### src/rtl/kmul_pkg.sv
package kmul_pkg;
  // Strobes passed from the control to the datapath
  typedef struct packed {
    logic loadOut;
  } kmulStrobe_t;
endpackage

### src/rtl/kmul_partial.sv
// Generic partial-product multiplier, signed or unsigned operands
module kmul_partial #(
  parameter int AW = 8,
  parameter int BW = 8,
  parameter bit SIGNED_OPS = 1'b1
) (
  input  logic [AW-1:0]    x,
  input  logic [BW-1:0]    y,
  output logic [AW+BW-1:0] p
);
  generate
    if (SIGNED_OPS) begin : g_signed
      assign p = $signed(x) * $signed(y);
    end else begin : g_unsigned
      assign p = x * y;
    end
  endgenerate
endmodule

### src/rtl/kmul_ctrl.sv
// Control: holds off the output load until one full cycle after reset
module kmul_ctrl
  import kmul_pkg::*;
(
  input  logic        clk,
  input  logic        rstN,
  output kmulStrobe_t strobe
);
  logic readyQ;

  always_ff @(posedge clk or negedge rstN) begin
    if (!rstN) readyQ <= 1'b0;
    else       readyQ <= 1'b1;
  end

  assign strobe.loadOut = readyQ;
endmodule

### src/rtl/kmul_dp.sv
// Datapath: one-level Karatsuba split, signed upper half, unsigned lower half
module kmul_dp
  import kmul_pkg::*;
#(
  parameter int HALF    = 8,
  parameter bit REG_OUT = 1'b1
) (
  input  logic                clk,
  input  logic                rstN,
  input  kmulStrobe_t         strobe,
  input  logic [2*HALF-1:0]   opA,
  input  logic [2*HALF-1:0]   opB,
  output logic [4*HALF-1:0]   product
);
  localparam int OPW = 2 * HALF;   // operand width
  localparam int PW  = 4 * HALF;   // product width
  localparam int SW  = HALF + 2;   // widened half-sum width
  localparam int MW  = 2 * SW;     // middle-term width

  logic [HALF-1:0] aHi, aLo, bHi, bLo;
  assign aHi = opA[OPW-1:HALF];
  assign aLo = opA[HALF-1:0];
  assign bHi = opB[OPW-1:HALF];
  assign bLo = opB[HALF-1:0];

  // Half sums: signed upper half plus zero-extended lower half
  logic [SW-1:0] sumA, sumB;
  assign sumA = {{2{aHi[HALF-1]}}, aHi} + {2'b00, aLo};
  assign sumB = {{2{bHi[HALF-1]}}, bHi} + {2'b00, bLo};

  logic [OPW-1:0] hiProd;   // signed
  logic [OPW-1:0] loProd;   // unsigned
  logic [MW-1:0]  sumProd;  // signed

  kmul_partial #(.AW(HALF), .BW(HALF), .SIGNED_OPS(1'b1)) u_hi (
    .x(aHi), .y(bHi), .p(hiProd)
  );
  kmul_partial #(.AW(HALF), .BW(HALF), .SIGNED_OPS(1'b0)) u_lo (
    .x(aLo), .y(bLo), .p(loProd)
  );
  kmul_partial #(.AW(SW), .BW(SW), .SIGNED_OPS(1'b1)) u_mid (
    .x(sumA), .y(sumB), .p(sumProd)
  );

  // Cross term = sumProd - hiProd - loProd, kept at MW signed bits
  logic [MW-1:0] midTerm;
  assign midTerm = sumProd
                 - {{(MW-OPW){hiProd[OPW-1]}}, hiProd}
                 - {{(MW-OPW){1'b0}}, loProd};

  logic [PW-1:0] hiExt, midExt, loExt, combResult;
  assign hiExt  = {hiProd, {OPW{1'b0}}};
  assign midExt = {{(PW-MW-HALF){midTerm[MW-1]}}, midTerm, {HALF{1'b0}}};
  assign loExt  = {{(PW-OPW){1'b0}}, loProd};
  assign combResult = hiExt + midExt + loExt;

  generate
    if (REG_OUT) begin : g_reg
      logic [PW-1:0] productQ;
      always_ff @(posedge clk or negedge rstN) begin
        if (!rstN)               productQ <= '0;
        else if (strobe.loadOut) productQ <= combResult;
      end
      assign product = productQ;
    end else begin : g_comb
      assign product = combResult;
    end
  endgenerate
endmodule

### src/rtl/karatsuba_fxp_mul.sv
// Top: signed fixed-point Karatsuba multiplier
module karatsuba_fxp_mul
  import kmul_pkg::*;
#(
  parameter int HALF    = 8,
  parameter bit REG_OUT = 1'b1
) (
  input  logic              clk,
  input  logic              rstN,
  input  logic [2*HALF-1:0] opA,
  input  logic [2*HALF-1:0] opB,
  output logic [4*HALF-1:0] product
);
  kmulStrobe_t strobe;

  kmul_ctrl u_ctrl (
    .clk(clk), .rstN(rstN), .strobe(strobe)
  );

  kmul_dp #(.HALF(HALF), .REG_OUT(REG_OUT)) u_dp (
    .clk(clk), .rstN(rstN), .strobe(strobe),
    .opA(opA), .opB(opB), .product(product)
  );
endmodule


### config.mk
export PLATFORM = sky130hd
export DESIGN_NAME = karatsuba_fxp_mul
export DESIGN_NICKNAME = d
export VERILOG_FILES = /design/src/rtl/kmul_pkg.sv /design/src/rtl/kmul_partial.sv /design/src/rtl/kmul_ctrl.sv /design/src/rtl/kmul_dp.sv /design/src/rtl/karatsuba_fxp_mul.sv
export SDC_FILE = /design/constraint.sdc
export NUM_CORES = 1
export LEC_CHECK = 0
export ABC_AREA = 1
export BUFFER_PORTS_ARGS = -buffer_cell sky130_fd_sc_hd__buf_2
export CAP_MARGIN = 25
export CORE_MARGIN = 2
export CORE_UTILIZATION = 40
export CTS_BUF_LIST = sky130_fd_sc_hd__clkbuf_2
export DETAILED_ROUTE_END_ITERATION = 7
export HOLD_SLACK_MARGIN = 0.02
export PLACE_DENSITY = 0.57
export SYNTH_ARGS = -nofsm -noshare
export SYNTH_HDL_FRONTEND = slang
export SYNTH_HIERARCHICAL = 1
export SYNTH_SLANG_ARGS = --single-unit
### constraint.sdc
create_clock -name clk -period 0.9 [get_ports clk]
set_input_delay 0.045 -clock clk [delete_from_list [all_inputs] [get_ports clk]]
set_output_delay 0.045 -clock clk [all_outputs]
set_load 0.01 [all_outputs]
==> flow_summary.rst <==
.. list-table::
   :header-rows: 1

   * - Metric
     - Value
   * - Total of endpoints with negative setup slack in the final report
     - 64
   * - Vertical die dimension
     - 195 um
   * - Result of the run
     - finished, violations left
   * - Maximum fanout count along the critical path
     - 6
   * - Mean instance size in the synthesized netlist
     - 6.88 um2
   * - Hold crit path type
     - in -> async
   * - CTS tree
     - built
   * - Storage cell area
     - between 800 and 900 um2
   * - Crit path setup slack, layout
     - -7.14 ns
   * - Worst setup skew after layout
     - about 0.021 ns
   * - Signed area change from the synthesized netlist to the final layout
     - 48.8%
   * - Number of search-and-repair iterations in the first detailed-routing pass
     - 5
   * - Register bit total from synthesis
     - 33
   * - Data arrival time of the critical path
     - between 8 and 9 ns
   * - Via count of the first global-routing pass
     - 15700
   * - Maximum number of pins on one net before global-route repair
     - 21
   * - Synth unique cells
     - 42
   * - CTS max path bufs
     - 2
   * - Min cycle time layout
     - 8.04 ns
   * - Cell chosen for the clock root
     - clkbuf_2
   * - Avg Vias per Cell
     - 4.74
   * - Worst hold slack across all endpoints
     - about 0.056 ns
   * - Top cell type by total area after synthesis
     - fa_1
   * - Register-to-Register Path Depth
     - 5
   * - Fraction of layout instances using a drive strength above 1
     - 37.4%
   * - Capture point of the worst reg-to-reg path
     - u_dp/product[10]
   * - Post-DP HPWL
     - 36700 um
   * - Gate count after technology mapping
     - 2114
   * - RSZ-0062 raised after global routing
     - true
   * - Post-route fraction of the period consumed by the critical path
     - 893%
   * - Count leader, synth
     - inv_1
   * - Crit-path max cell delay
     - around 0.60 ns
   * - Highest attainable clock frequency
     - approximately 120 MHz
   * - Drt drc
     - 0
   * - Number of warning messages in the yosys log
     - 6
   * - Initial core utilization
     - 40.8%
   * - Startpoint of the worst register-to-register path
     - u_ctrl/strobe
   * - Horiz. Die Dim
     - roughly 200 um
   * - Die footprint
     - ~38000 um2
   * - First DRT Iteration DRCs
     - 580
   * - Sequential cell area fraction in the yosys report
     - between 5 and 6%
   * - Most area-consuming cells after synthesis
     - fa_1 28%, ha_1 16%, inv_1 15%
   * - Fraction of synthesis flops using an asynchronous set or reset pin
     - 100%
   * - Total detailed-routing wirelength
     - roughly 44000 um
   * - Antenna viol nets, final
     - 0
   * - CP startpoint kind
     - primary input
   * - Num CTS Buffers
     - 5
   * - Count of nets after finishing
     - 3026
   * - Number of cell rows
     - 69
   * - Post-Syn Area
     - 14500 um2
   * - All-Layer GR Usage
     - 24.0%
   * - Worst Setup End Kind
     - flop
   * - Final hold violation count
     - 0
   * - Leading register cell type out of synthesis
     - dfrtp_1
   * - Fillcell total
     - 3193
   * - Avg WL per Cell
     - 14.2 um
   * - Total gr overflow
     - 0
   * - Total count of max-transition violations in the final report
     - 0
   * - Violated checks
     - negative setup slack
   * - Top cells by count, synth
     - 572 x inv_1, 568 x nand2_1, 201 x fa_1
   * - Total area of multi-input combinational cells
     - 13600 um2
   * - Number of antenna violations at the first check in global routing
     - 0
   * - Via count
     - 14600
   * - First-pass GRT wire length
     - 74800 um
   * - Count of pins on the block boundary
     - 66
   * - Clk sinks
     - 33
   * - Slowest stage cell, crit path
     - fa_2
   * - Source-to-sink clock delay at the later pin of the worst-skew pair
     - 0.40 ns
   * - Core footprint
     - about 36000 um2
   * - Routability cong.
     - approximately 0.93
   * - Clock transition at path regs
     - about 0.20 ns
   * - Cell type with the highest occurrence count on the critical path
     - nand2_1
   * - Critical setup path kind
     - in -> reg
   * - Critical Path RT
     - 1.23 ns
   * - Count of max-cap constraint violations
     - 0
   * - Area fraction of the dominant cell type after synthesis
     - roughly 28%
   * - Number of flops mapped to enable cells by yosys
     - 0
   * - Buffers on Ports
     - 65
   * - Register-to-register setup slack
     - -0.11 ns
   * - H-tree levels
     - 2
   * - Number of nets produced by synthesis
     - 2531
[what timing repair did]
item                                    in CTS  in global routing
gates resized for setup                    295                106
hold endpoints to repair                    33                  0
hold buffers                                 1                  0
buffers inserted                            61                 23
endpoints found under the setup margin      64                 64
pin swaps                                  156                 75
cloned                                       1                  1
[worst max path at each step]
| stage | start | end | depth (start not counted) |
|---|---|---|---|
| after floorplan | opA[0] | u_dp/product[31] | 48 |
| after global placement | opA[2] | u_dp/product[29] | 48 |
| after detailed placement | opA[0] | u_dp/product[29] | 49 |
| after CTS | opA[8] | u_dp/product[27] | 49 |
| after global routing | opB[0] | u_dp/product[31] | 51 |
| final | opB[8] | u_dp/product[31] | 50 |
[critical path, delay by kind of cell]
kind / cells / cell delay [ns]
fa+ha+maj: 11 / 4.40
simple gates: 19 / 1.60
compound gates: 6 / 0.94
buf+inv: 11 / 0.86
xor+xnor: 3 / 0.53
[cell type report]
class,count,area share [%]
clock buffers,5,0.116
flip-flops and latches,33,3.82
diodes,1,0.0116
repair buffers,545,20.1
well taps,461,2.67
clock inverters,3,0.0809
multi-input cells,1443,63.0
inverters,581,10.2
[flip-flops by register name, indices dropped and copies added, names as in the netlist]
| register | count |
|---|---|
| u_dp/product | 32 |
| u_ctrl/strobe | 1 |
[cell families (layout without fill, tap and decap cells)]
family / Yosys count / in the layout / share of synthesized area [%]
compound gates: 174 / 174 / 6.91
flops: 33 / 33 / 5.68
buf+inv: 638 / 1134 / 16.5
fa+ha+maj: 383 / 383 / 43.3
simple gates: 814 / 814 / 23.3
xor+xnor: 71 / 71 / 4.28
other cells: 1 / 2 / 0.0258
[through the flow]
step                instance area, um2  TNS, ns  util, %  cells  setup slack (ns)
finish                           21600  -152.22     60.7   3072             -7.14
global route                     21600  -161.60     60.7   3071             -7.56
CTS                              21000  -150.20     58.9   3050             -6.90
global placement                 19100  -164.60     53.6   2981             -7.71
floorplan                        15600  -140.25        -   2114             -6.76
detailed placement               19100  -166.55     53.6   2981             -7.78
[cells in the final DEF (no fill, tap or decap), types with 10 or more instances in the layout]
cell type / n
inv_1: 524
nand2_1: 481
buf_4: 417
fa_1: 192
ha_1: 111
nand2_2: 77
nor2_1: 73
ha_4: 70
nand3_1: 64
buf_6: 62
inv_2: 51
buf_2: 50
a21oi_1: 32
dfrtp_1: 32
a21oi_2: 27
nand2_4: 26
a21oi_4: 24
xor2_1: 24
o21ai_1: 23
xor2_2: 23
nand4_1: 22
o21ai_2: 19
nor2_2: 18
nor2_4: 15
o21ai_0: 12
nand3_2: 11
buf_8: 10
xnor2_2: 10
a21o_1: 10
[layer usage]
metal,GRT usage (%),part of all wire (%),up-vias
met5,0,0,-
met4,4.30,1.7,0
met3,1.25,3.0,53
met2,45.1,51,240
met1,30.6,44,7044
li1,-,-,7221
Power is not shown: default switching activity piles up to over one toggle a cycle in this logic, so the estimate is an artifact.
